File: src/rtl/tx_encap_pkg.sv
package tx_encap_pkg;

    localparam logic [7:0]  PRE_BYTE  = 8'h55;
    localparam logic [7:0]  SFD_BYTE  = 8'hD5;
    localparam logic [31:0] CRC_SEED  = 32'hFFFF_FFFF;
    localparam logic [31:0] CRC_RPOLY = 32'hEDB8_8320;
    localparam int          PRE_LEN   = 6;
    localparam int          HDR_LEN   = 14;
    localparam int          FCS_LEN   = 4;

    typedef enum logic [1:0] {
        SYM_DATA = 2'd0,
        SYM_IDLE = 2'd1,
        SYM_JK   = 2'd2,
        SYM_TR   = 2'd3
    } sym_kind_e;

    typedef enum logic [3:0] {
        PH_IDLE, PH_JK, PH_PRE, PH_SFD, PH_HDR,
        PH_PAY, PH_PAD, PH_FCS, PH_TR, PH_DRAIN
    } phase_e;

    typedef struct packed {
        phase_e     phase;
        logic [3:0] sub;
    } tx_sel_t;

    function automatic logic [31:0] crc_step(input logic [31:0] c, input logic [7:0] b);
        logic [31:0] r;
        r = c ^ {24'd0, b};
        for (int i = 0; i < 8; i++)
            r = r[0] ? ((r >> 1) ^ CRC_RPOLY) : (r >> 1);
        return r;
    endfunction

endpackage

File: src/rtl/tx_encap_seq.sv
module tx_encap_seq
    import tx_encap_pkg::*;
#(
    parameter int MIN_PAY = 46,
    parameter int MAX_PAY = 1500
) (
    input  logic    clk,
    input  logic    rst,
    input  logic    req_valid,
    input  logic    req_nopad,
    input  logic    pay_valid,
    input  logic    pay_last,
    output logic    req_ready,
    output logic    pay_ready,
    output logic    accept,
    output logic    crc_en,
    output tx_sel_t sel,
    output logic    trunc_err
);
    localparam int CW = $clog2(MAX_PAY + 1);
    localparam logic [CW-1:0] MIN_C  = CW'(MIN_PAY);
    localparam logic [CW-1:0] LAST_C = CW'(MAX_PAY - 1);

    phase_e        phase_q;
    logic [3:0]    sub_q;
    logic [CW-1:0] cnt_q;
    logic          nopad_q, err_q;
    logic          end_mark;

    assign end_mark  = pay_valid && pay_last;
    assign req_ready = (phase_q == PH_IDLE);
    assign accept    = req_ready && req_valid;
    assign pay_ready = (phase_q == PH_PAY) || (phase_q == PH_DRAIN);
    assign crc_en    = (phase_q == PH_HDR) || (phase_q == PH_PAY) || (phase_q == PH_PAD);
    assign trunc_err = (phase_q == PH_TR) && err_q;
    assign sel       = '{phase: phase_q, sub: sub_q};

    always_ff @(posedge clk) begin
        if (rst) begin
            phase_q <= PH_IDLE;
            sub_q   <= '0;
            cnt_q   <= '0;
            nopad_q <= 1'b0;
            err_q   <= 1'b0;
        end else begin
            unique case (phase_q)
                PH_IDLE: if (req_valid) begin
                    phase_q <= PH_JK;
                    nopad_q <= req_nopad;
                    err_q   <= 1'b0;
                    cnt_q   <= '0;
                end
                PH_JK: begin
                    phase_q <= PH_PRE;
                    sub_q   <= '0;
                end
                PH_PRE: begin
                    sub_q <= sub_q + 4'd1;
                    if (sub_q == 4'(PRE_LEN - 1)) phase_q <= PH_SFD;
                end
                PH_SFD: begin
                    phase_q <= PH_HDR;
                    sub_q   <= '0;
                end
                PH_HDR: begin
                    sub_q <= sub_q + 4'd1;
                    if (sub_q == 4'(HDR_LEN - 1)) phase_q <= PH_PAY;
                end
                PH_PAY: begin
                    cnt_q <= cnt_q + 1'b1;
                    sub_q <= '0;
                    if (end_mark)
                        phase_q <= ((cnt_q + 1'b1) < MIN_C && !nopad_q) ? PH_PAD : PH_FCS;
                    else if (cnt_q == LAST_C) begin
                        phase_q <= PH_FCS;
                        err_q   <= 1'b1;
                    end
                end
                PH_PAD: begin
                    cnt_q <= cnt_q + 1'b1;
                    if (cnt_q == MIN_C - 1'b1) phase_q <= PH_FCS;
                end
                PH_FCS: begin
                    sub_q <= sub_q + 4'd1;
                    if (sub_q == 4'(FCS_LEN - 1)) phase_q <= PH_TR;
                end
                PH_TR:    phase_q <= err_q ? PH_DRAIN : PH_IDLE;
                PH_DRAIN: if (end_mark) phase_q <= PH_IDLE;
                default:  phase_q <= PH_IDLE;
            endcase
        end
    end


    cnt_bound_chk: assert property (@(posedge clk) disable iff (rst)
        cnt_q <= CW'(MAX_PAY));


    hs_excl_chk: assert property (@(posedge clk) disable iff (rst)
        !(req_ready && pay_ready));


    pad_reach_chk: assert property (@(posedge clk) disable iff (rst)
        (phase_q == PH_PAD) |-> (cnt_q < MIN_C));

endmodule

File: src/rtl/tx_encap_crc.sv
module tx_encap_crc
    import tx_encap_pkg::*;
(
    input  logic        clk,
    input  logic        rst,
    input  logic        clear,
    input  logic        en,
    input  logic [7:0]  din,
    output logic [31:0] crc
);
    always_ff @(posedge clk) begin
        if (rst || clear) crc <= CRC_SEED;
        else if (en)      crc <= crc_step(crc, din);
    end


    crc_seed_chk: assert property (@(posedge clk) disable iff (rst)
        clear |=> (crc == CRC_SEED));


    crc_hold_chk: assert property (@(posedge clk) disable iff (rst)
        (!clear && !en) |=> $stable(crc));

endmodule

File: src/rtl/tx_encap_field.sv
module tx_encap_field
    import tx_encap_pkg::*;
(
    input  logic        clk,
    input  logic        rst,
    input  logic        load,
    input  logic [47:0] dst,
    input  logic [47:0] src,
    input  logic [15:0] lentype,
    input  tx_sel_t     sel,
    input  logic        pay_valid,
    input  logic [7:0]  pay_data,
    input  logic [31:0] crc,
    output sym_kind_e   kind,
    output logic [7:0]  byte_o
);
    logic [8*HDR_LEN-1:0] hdr_q;
    logic [6:0]           hsh;
    logic [31:0]          fcs;

    always_ff @(posedge clk) begin
        if (rst)       hdr_q <= '0;
        else if (load) hdr_q <= {dst, src, lentype};
    end

    assign hsh = 7'(8 * (HDR_LEN - 1 - int'(sel.sub)));
    assign fcs = ~crc;

    always_comb begin
        kind   = SYM_DATA;
        byte_o = 8'h00;
        unique case (sel.phase)
            PH_JK:  kind = SYM_JK;
            PH_TR:  kind = SYM_TR;
            PH_PRE: byte_o = PRE_BYTE;
            PH_SFD: byte_o = SFD_BYTE;
            PH_HDR: byte_o = hdr_q[hsh +: 8];
            PH_PAY: byte_o = pay_valid ? pay_data : 8'h00;
            PH_PAD: byte_o = 8'h00;
            PH_FCS: byte_o = fcs[{sel.sub[1:0], 3'b000} +: 8];
            default: kind  = SYM_IDLE;
        endcase
    end

endmodule

File: src/rtl/tx_encap.sv
module tx_encap
    import tx_encap_pkg::*;
#(
    parameter int MIN_PAY = 46,
    parameter int MAX_PAY = 1500
) (
    input  logic        clk,
    input  logic        rst,
    input  logic        req_valid,
    output logic        req_ready,
    input  logic [47:0] req_dst,
    input  logic [47:0] req_src,
    input  logic [15:0] req_lentype,
    input  logic        req_nopad,
    input  logic        pay_valid,
    output logic        pay_ready,
    input  logic [7:0]  pay_data,
    input  logic        pay_last,
    output logic [1:0]  sym_kind,
    output logic [7:0]  sym_byte,
    output logic        trunc_err
);
    tx_sel_t     sel;
    logic        accept, crc_en;
    logic [31:0] crc;
    sym_kind_e   kind;

    tx_encap_seq #(.MIN_PAY(MIN_PAY), .MAX_PAY(MAX_PAY)) u_seq (
        .clk(clk), .rst(rst), .req_valid(req_valid), .req_nopad(req_nopad),
        .pay_valid(pay_valid), .pay_last(pay_last), .req_ready(req_ready),
        .pay_ready(pay_ready), .accept(accept), .crc_en(crc_en),
        .sel(sel), .trunc_err(trunc_err)
    );

    tx_encap_crc u_crc (
        .clk(clk), .rst(rst), .clear(accept), .en(crc_en),
        .din(sym_byte), .crc(crc)
    );

    tx_encap_field u_field (
        .clk(clk), .rst(rst), .load(accept), .dst(req_dst), .src(req_src),
        .lentype(req_lentype), .sel(sel), .pay_valid(pay_valid),
        .pay_data(pay_data), .crc(crc), .kind(kind), .byte_o(sym_byte)
    );

    assign sym_kind = kind;


    idle_ready_chk: assert property (@(posedge clk) disable iff (rst)
        req_ready |-> (sym_kind == SYM_IDLE));


    jk_then_pre_chk: assert property (@(posedge clk) disable iff (rst)
        (sym_kind == SYM_JK) |=> (sym_kind == SYM_DATA && sym_byte == PRE_BYTE));


    accept_jk_chk: assert property (@(posedge clk) disable iff (rst)
        (req_valid && req_ready) |=> (sym_kind == SYM_JK));


    tr_then_idle_chk: assert property (@(posedge clk) disable iff (rst)
        (sym_kind == SYM_TR) |=> (sym_kind == SYM_IDLE));


    err_on_tr_chk: assert property (@(posedge clk) disable iff (rst)
        trunc_err |-> (sym_kind == SYM_TR));

endmodule

File: config.mk
export PLATFORM = sky130hd
export DESIGN_NAME = tx_encap
export DESIGN_NICKNAME = d
export VERILOG_FILES = /design/src/rtl/tx_encap_pkg.sv /design/src/rtl/tx_encap_seq.sv /design/src/rtl/tx_encap_crc.sv /design/src/rtl/tx_encap_field.sv /design/src/rtl/tx_encap.sv
export SDC_FILE = /design/constraint.sdc
export NUM_CORES = 1
export LEC_CHECK = 0
export ABC_AREA = 1
export BUFFER_PORTS_ARGS = -buffer_cell sky130_fd_sc_hd__buf_2
export CAP_MARGIN = 20
export CORE_MARGIN = 10
export CORE_UTILIZATION = 34
export CTS_BUF_LIST = sky130_fd_sc_hd__clkbuf_8
export CTS_CLUSTER_DIAMETER = 150
export DETAILED_ROUTE_END_ITERATION = 6
export HOLD_SLACK_MARGIN = 0.05
export SETUP_SLACK_MARGIN = 0.2
export SLEW_MARGIN = 25
export SYNTH_ARGS = -nofsm -noshare
export SYNTH_HDL_FRONTEND = slang
export SYNTH_SLANG_ARGS = --single-unit
File: constraint.sdc
create_clock -name clk -period 7.2 [get_ports clk]
set_input_delay 0.36 -clock clk [delete_from_list [all_inputs] [get_ports clk]]
set_output_delay 0.36 -clock clk [all_outputs]
set_load 0.02 [all_outputs]
==> metrics.csv <==
metric;value;unit
crit_type;flip-flop to flip-flop;
cts_setup_buffers;0;
async_reset_ff_share;0;%
synth_fp_nets;1500;
drive_gt1_share;16.27;%
fin_crit_sh;46.70;%
cts_sinks;165;
fmaxAchievable;297.4;MHz
ant_nets;0;
hp-class;primary input to flip-flop;
crit_buf_inv;3;
synth_edf_count;0;
clockBufferDepth;2;
ys_warn_count;0;
post-dp-hpwl;21.10;mm
ys.flop_type;dfxtp_1;
synth_top_area_cell;dfxtp_1;
wl_per_cell;16.24;um
hold_viol;0;
final_area;10210;um^2
coreArea;26130;um^2
die-height;183.3;um
final-max-slew-violation-count;0;
htree_levels;4;
cp_max_fo;34;
area_growth;12.63;%
clk_latency;0.47;ns
final_common_cell;nand2_1;
crit_family;simple AND/OR/NAND/NOR gates;
status;completed;
multi_input_area;4872;um^2
totalWireLength;29.29;mm
firstDrtPassIters;7;
route.detailed.drc;0;
cts_buffers;17;
cts_tree;done;
setup-tns-final;0;ns
p_per_area;433.5;nW/um^2
grt_antenna_before_repair;0;
clockRootBuffer;clkbuf_8;
postPlaceCellArea;9808;um^2
cpMostUsedCell;nand2_1;
drtIter0Drc;760;
ir_drop;0.0001742;V
synth_cells;1367;
period_needed;3.363;ns
vias;9047;
initial_core_util;34.68;%
gp_routability_congestion;0.9612;
fin_nets;1589;
synth_top_area_share;36.45;%
p_leak;4.619;nW
grt_pass1_wl;47.08;mm
grt_max_degree;103;
crit_path_start_kind;flip-flop;
finalSetupViolCount;0;
critical_path_arrival;3.73;ns
ctsResizeCount;0;
worstMarginPinSlew;0.8848;ns
cp-end-kind;flip-flop;
grt_setup_unrepaired;no;
yosysSeqAreaShare;36.45;%
fin_worst_skew;0.01526;ns
synthDistinctLibCells;42;
slowest_delay;0.51;ns
grt_pass1_vias;8858;
finalPower;0.004425;W
max_slew_margin;40.93;%
vias_per_cell;5.015;
die_w;183.3;um
hold_buffers;0;
fill_cells;2861;
postSynthRegisterBits;165;
synthTopCellsByArea;dfxtp_1, nand2_1, o21ai_0;
final_cell_mix;nand2_1, nor2_1, dfxtp_1;
avgSynthCellArea;6.629;um^2
grt_overflow_total;0;
antenna_cells;0;
cp_slowest_cell;ha_1;
track_usage;17.43;%
critical_path_required;7.57;ns
ios;139;
dp.cells;1772;
crit_chain;inv_4 > ha_1 > inv_2 > nor2_4 > nand3_1 > nand2_1 > inv_1 > nand2_1 > nand3_2 > nand2_2 > nand2_1 > nand2_2 > nand2_1 > nand2_4 > xor2_1 > nand3_1 > nand3_1 > nand2_1;
die_area;33580;um^2
port_buffers;138;
fin_cells;1804;
rows;59;
max_cap_violations;0;
netlist_area;9062;um^2
clk_pin_slew;0.10;ns
ff_latch_area;3307;um^2
==> worst min-delay path, cell delays in order <==
cell    delay (ns)
buf_2         0.08
nor2_1        0.04
nor2_1        0.08
==> through the flow <==
step | setup WS [ns] | hold WS (ns) | utilization [%]
2_1_floorplan | 4.462 | 0.4245 | -
3_3_place_gp | 3.814 | 0.4399 | 37.53
3_5_place_dp | 3.837 | 0.4445 | 37.53
4_1_cts | 3.821 | 0.07973 | 39.05
5_1_grt | 3.528 | 0.08560 | 39.06
6_report | 3.837 | 0.1091 | 39.06
==> state kept, by name (all words and copies together) (netlist names) <==
name	flops
u_field.hdr_q	112
u_crc.crc	32
u_seq.cnt_q	11
u_seq.phase_q	4
u_seq.sub_q	4
u_seq.err_q	1
u_seq.nopad_q	1
==> layout make-up <==
cell class,count,share of cell area (%)
multi-input combinational,1004,47.73
sequential,165,32.40
timing repair buffer,145,7.318
inverter,123,4.572
tap,335,4.106
clock buffer,17,2.292
clock inverter,15,1.581
==> final timing paths <==
check / startpoint / end / slack [ns] / cells after the start
setup reg to reg: u_seq.sub_q[1] / u_crc.crc[14] / 3.84 / 18
setup / recovery: u_seq.sub_q[1] / u_crc.crc[14] / 3.84 / 18
hold / removal: req_dst[27] / u_field.hdr_q[91] / 0.11 / 3
hold reg to reg: u_field.hdr_q[38] / u_field.hdr_q[38] / 0.46 / 2
==> layer usage <==
metal | up-vias | global-route usage [%] | wire length [um]
met5 | - | 0 | 0
met2 | 257 | 28.33 | 13480
li1 | 4628 | - | -
met4 | 0 | 5.639 | 669
met1 | 4127 | 21.98 | 13190
met3 | 35 | 4.644 | 1950
==> synth_stat cells, types with 7 or more instances <==
cell type	instances
inv_2	7
clkbuf_1	39
o211ai_1	23
buf_6	10
ha_1	7
a21oi_1	111
xor2_1	29
o21ai_0	146
nand2_2	25
nor2_1	175
buf_2	11
dfxtp_1	165
nand3_1	126
nand2_1	290
nand2_4	7
buf_4	8
inv_1	114
o21ai_1	20
==> power by group <==
part / switching (W) / internal, W / total, W
clock network: 0.000395 / 0.000289 / 0.000685
logic: 0.00171 / 0.000710 / 0.00242
registers: 0.000147 / 0.00117 / 0.00132
==> kinds of logic (layout without fill, tap and decap cells) <==
group                      after synthesis  count (layout)  synth area share [%]
DFF                                    165             165                 36.45
and+or+nand+nor                        650             650                 31.08
adders and majority gates                7               7                0.9664
AOI/OAI and AO/OA                      314             314                 18.39
xor gates and xnor gates                33              33                 3.272
buffers and inverters                  198             300                 9.844
No activity file was read; power rests on OpenSTA's default activity.
